File: src/rtl/fusectl_pkg.sv
package fusectl_pkg;
  localparam int NUM_FUSES = 4;
  localparam int IDX_W = $clog2(NUM_FUSES);

  localparam int F_SER    = 0;
  localparam int F_PINOFF = 1;
  localparam int F_JTAG   = 2;
  localparam int F_WIRE   = 3;

  typedef enum logic [1:0] {
    SRC_SERIAL = 2'd0,
    SRC_JTAG   = 2'd1,
    SRC_WIRE   = 2'd2,
    SRC_HIGHV  = 2'd3
  } wrSrcE;

  typedef struct packed {
    logic             wrEn;
    logic [IDX_W-1:0] idx;
    logic             val;
    logic             setLock;
    logic             clrLock;
    logic             reject;
  } bankCmdT;
endpackage

File: src/rtl/fac_enables.sv
module fac_enables
  import fusectl_pkg::*;
(
  input  logic [NUM_FUSES-1:0] fuses,
  input  logic                 locked,
  input  logic                 resetHeld,
  output logic                 serEn,
  output logic                 jtagEn,
  output logic                 wireEn
);
  logic pinUsable;

  always_comb begin
    pinUsable = fuses[F_PINOFF] && fuses[F_WIRE];
    serEn     = !locked && resetHeld && !fuses[F_SER] && pinUsable;
    jtagEn    = !locked && !fuses[F_JTAG];
    wireEn    = !locked && !fuses[F_WIRE];
  end
endmodule

File: src/rtl/fac_ctrl.sv
module fac_ctrl
  import fusectl_pkg::*;
(
  input  logic                 wrValid,
  input  logic [1:0]           wrSrc,
  input  logic [IDX_W-1:0]     wrIdx,
  input  logic                 wrVal,
  input  logic                 hvMode,
  input  logic                 serEn,
  input  logic                 jtagEn,
  input  logic                 wireEn,
  input  logic [NUM_FUSES-1:0] fuses,
  output bankCmdT              cmd
);
  wrSrcE                src;
  logic                 allowed;
  logic [NUM_FUSES-1:0] nextFuses;

  always_comb begin
    src = wrSrcE'(wrSrc);
    nextFuses = fuses;
    nextFuses[wrIdx] = wrVal;
    unique case (src)
      SRC_SERIAL: allowed = serEn && (wrIdx != IDX_W'(F_SER));
      SRC_JTAG:   allowed = jtagEn;
      SRC_WIRE:   allowed = wireEn && (wrIdx == IDX_W'(F_WIRE));
      SRC_HIGHV:  allowed = hvMode;
      default:    allowed = 1'b0;
    endcase
    cmd.wrEn    = wrValid && allowed;
    cmd.idx     = wrIdx;
    cmd.val     = wrVal;
    cmd.reject  = wrValid && !allowed;
    cmd.setLock = cmd.wrEn && (src == SRC_JTAG)
                  && nextFuses[F_SER] && nextFuses[F_JTAG];
    cmd.clrLock = cmd.wrEn && (src == SRC_HIGHV);
  end
endmodule

File: src/rtl/fac_bank.sv
module fac_bank
  import fusectl_pkg::*;
#(
  parameter logic [NUM_FUSES-1:0] INIT_FUSES = '1
) (
  input  logic                 clk,
  input  logic                 rstN,
  input  bankCmdT              cmd,
  output logic [NUM_FUSES-1:0] fuses,
  output logic                 locked,
  output logic                 wrErr
);
  for (genvar i = 0; i < NUM_FUSES; i++) begin : g_fuse
    always_ff @(posedge clk or negedge rstN) begin
      if (!rstN) begin
        fuses[i] <= INIT_FUSES[i];
      end else if (cmd.wrEn && (cmd.idx == IDX_W'(i))) begin
        fuses[i] <= cmd.val;
      end
    end
  end

  always_ff @(posedge clk or negedge rstN) begin
    if (!rstN) begin
      locked <= 1'b0;
      wrErr  <= 1'b0;
    end else begin
      wrErr <= cmd.reject;
      if (cmd.clrLock) begin
        locked <= 1'b0;
      end else if (cmd.setLock) begin
        locked <= 1'b1;
      end
    end
  end
endmodule

File: src/rtl/fuse_access_ctrl.sv
module fuse_access_ctrl
  import fusectl_pkg::*;
#(
  parameter logic [NUM_FUSES-1:0] INIT_FUSES = '1
) (
  input  logic                 clk,
  input  logic                 rstN,
  input  logic                 resetHeld,
  input  logic                 hvMode,
  input  logic                 wrValid,
  input  logic [1:0]           wrSrc,
  input  logic [IDX_W-1:0]     wrIdx,
  input  logic                 wrVal,
  output logic                 serEn,
  output logic                 jtagEn,
  output logic                 wireEn,
  output logic                 locked,
  output logic                 wrErr,
  output logic [NUM_FUSES-1:0] fuses
);
  bankCmdT cmd;

  fac_ctrl ctrl_i (
    .wrValid(wrValid), .wrSrc(wrSrc), .wrIdx(wrIdx), .wrVal(wrVal),
    .hvMode(hvMode), .serEn(serEn), .jtagEn(jtagEn), .wireEn(wireEn),
    .fuses(fuses), .cmd(cmd)
  );

  fac_bank #(.INIT_FUSES(INIT_FUSES)) bank_i (
    .clk(clk), .rstN(rstN), .cmd(cmd),
    .fuses(fuses), .locked(locked), .wrErr(wrErr)
  );

  fac_enables en_i (
    .fuses(fuses), .locked(locked), .resetHeld(resetHeld),
    .serEn(serEn), .jtagEn(jtagEn), .wireEn(wireEn)
  );
endmodule

File: config.mk
export PLATFORM = sky130hd
export DESIGN_NAME = fuse_access_ctrl
export DESIGN_NICKNAME = d
export VERILOG_FILES = /design/src/rtl/fusectl_pkg.sv /design/src/rtl/fac_enables.sv /design/src/rtl/fac_ctrl.sv /design/src/rtl/fac_bank.sv /design/src/rtl/fuse_access_ctrl.sv
export SDC_FILE = /design/constraint.sdc
export NUM_CORES = 1
export LEC_CHECK = 0
export ABC_AREA = 1
export BUFFER_PORTS_ARGS = -buffer_cell sky130_fd_sc_hd__buf_2
export CAP_MARGIN = 15
export CORE_MARGIN = 3
export CORE_UTILIZATION = 26
export CTS_CLUSTER_SIZE = 8
export DETAILED_ROUTE_END_ITERATION = 8
export HOLD_SLACK_MARGIN = 0.08
export SETUP_SLACK_MARGIN = 0.05
export SKIP_CTS_REPAIR_TIMING = 1
export SLEW_MARGIN = 10
export SYNTH_ARGS = -nofsm -noshare
export SYNTH_HDL_FRONTEND = slang
export SYNTH_SLANG_ARGS = --single-unit
export TNS_END_PERCENT = 50
File: constraint.sdc
create_clock -name clk -period 1.86 [get_ports clk]
set_clock_uncertainty 0.15 [all_clocks]
set_input_delay 0.372 -clock clk [delete_from_list [all_inputs] [get_ports clk]]
set_output_delay 0.372 -clock clk [all_outputs]
set_load 0.01 [all_outputs]
==> impl_metrics.tcl <==
set metrics [dict create \
    status "finished, final reports clean" \
    seqCellArea_um2 155 \
    drv_cap 0 \
    hold_path.class "in2reg" \
    setup_tns_ns 0 \
    overflow 0 \
    viasPerCell 4.45 \
    vias 507 \
    place_hpwl_um 995 \
    grt_pass1_vias 486 \
    drtAntennaViolNets 0 \
    power_mw 0.615 \
    synthTopCellsByArea "dfstp_2 22%, nand4_1 13%, nand2_1 13%, dfrtp_1 11%, inv_1 8.8%" \
    final_nets 102 \
    grt_max_degree 12 \
    syn-instance-count 69 \
    syn_to_final_growth_pct 32.7 \
    max_freq_ghz 0.599 \
    r2r_start "bank_i.fuses[3]" \
    clkLatencyLatePin_ns 0.24 \
    clk_pin_slew_worst_paths_ns 0.04 \
    crit_end "serEn" \
    cp_top_family "flip-flops" \
    syn_area_per_cell_um2 6.82 \
    critPathKind "reg2out" \
    setup_violations 0 \
    start_kind "flip-flop" \
    antenna_found_initial 0 \
    synth.top_cell.area_share 0.223 \
    yosysSeqAreaShare 0.330 \
    crit_chain "nand2_1, nor4_2, buf_2" \
    cts_max_level 1 \
    clockRootBuffer "clkbuf_4" \
    period_minus_slack_ns 1.67 \
    drt-initial-drc-count 7 \
    placementRows 14 \
    wl_per_cell_um 10.4 \
    cts_buffers 3 \
    dr.pass1.iters 4 \
    grt_pass1_wl_um 2100 \
    tightest_slew_ns 0.237 \
    nFillCells 182 \
    final_common_cell "buf_2" \
    arrival_ns 1.15 \
    rsz0062_at_grt "no" \
    totalWireLength_um 1190 \
    cp.depth 3 \
    dieArea_um2 2360 \
    r2r_cells 6 \
    slew_headroom 0.842 \
    critPathBufInv 1 \
    synth_area_leader_cell "dfstp_2" \
    synth-seq-cells 6 \
    syn-num-nets 79 \
    cp_slowest_cell "dfstp_2" \
    die_h_um 48.5 \
    crit_path_end_kind "primary output" \
    cp_max_fo 4 \
    final_hold_viol_count 0 \
    r2r_slack_ns 0.42 \
    cts.sinks 6 \
    gp_congestion 0.756 \
    power.leakage_nw 0.341 \
    cts_tree "built" \
    power_density_nw_per_um2 985 \
    crit_required_ns 1.34 \
    drc 0 \
    layout_common_cells "18 x buf_2, 16 x nand2_1, 11 x inv_1" \
    multiInputGateArea_um2 268 \
    io_buffers 18 \
    post-route-period-util 0.898 \
    whs_ns 0.254 \
    ioPinCount 19 \
    slew_viol_final 0 \
    grt_usage 0.111 \
    yosysWarnings 0 \
    vdd_ir_drop_max_uv 539 \
    utilization 0.392 \
    antenna_cells 0 \
    rr_endpoint "bank_i.locked" \
    final_layout_size_suffix_gt1_frac 0.433 \
    critPathMaxStageDelay_ns 0.55 \
    synth.cell_area_um2 470 \
    yosysUniqueCellTypes 16 \
    crit_start "bank_i.fuses[3]" \
    chipWidth_um 48.5 \
    core_um2 1590 \
    cts_buffer_depth 2 \
    initial_core_util 0.295 \
]
[kinds of logic after synthesis]
| logic type | after synthesis | synth area share |
|---|---|---|
| buffers and inverters | 14 | 0.114 |
| AND/OR/NAND/NOR | 48 | 0.545 |
| flip-flops | 6 | 0.330 |
| AO/OA/AOI/OAI | 1 | 0.0106 |
[layer usage]
layer	vias to the layer above	GRT usage	wire length, um
met1	228	0.133	570
li1	266	-	-
met2	13	0.179	542
met5	-	0	0
met4	0	0.0142	0
met3	0	0.0613	77
[cell usage after synthesis]
cell     count
nor4_1       1
nand2_4      1
nand3_2      2
nand2_2      2
a21oi_1      1
nor2_2       5
inv_2        2
dfrtp_1      2
nand4_2      1
nor2_1       8
dfstp_2      4
inv_1       11
nand4_1     10
buf_2        1
nand3_1      2
nand2_1     16
[flip-flops by register name (all words and copies together) (netlist names)]
signal,flops
bank_i.fuses,4
bank_i.locked,1
bank_i.wrErr,1
[power breakdown]
group          total (mW)  internal, mW  switching [mW]  leakage (nW)
Clock               0.114        0.0726          0.0414        0.0138
Sequential          0.242         0.190          0.0523        0.0666
Combinational       0.258         0.104           0.155         0.260
[layout make-up]
cell class	instances	share of cell area
well taps	24	0.0481
flip-flops and latches	6	0.248
inverters	13	0.0782
clock buffers	3	0.0361
repair buffers	19	0.160
multi-input cells	49	0.429
[worst reg2reg max path, stage by stage (launching register included)]
cell and delay, ns:
dfstp_2 0.55, nand2_1 0.08, nor2_1 0.09, nand3_1 0.09
nand2_1 0.15, nand4_1 0.11, a21oi_1 0.14
[per-stage QoR]
step | setup slack, ns | instance area (um^2) | cells
final | 0.190 | 624 | 114
after global placement | 0.422 | 586 | 110
after floorplan | 0.350 | 470 | 69
after detailed placement | 0.399 | 586 | 110
after CTS | 0.135 | 608 | 113
after global routing | 0.118 | 624 | 114
[worst min path at each step]
stage	from	endpoint	cells past startpoint
2_1_floorplan	rstN	bank_i.locked	0
3_3_place_gp	rstN	bank_i.wrErr	1
4_1_cts	rstN	bank_i.locked	1
3_5_place_dp	rstN	bank_i.wrErr	1
5_1_grt	wrVal	bank_i.fuses[0]	3
6_report	wrVal	bank_i.fuses[1]	3
No activity file was read; power rests on OpenSTA's default activity.
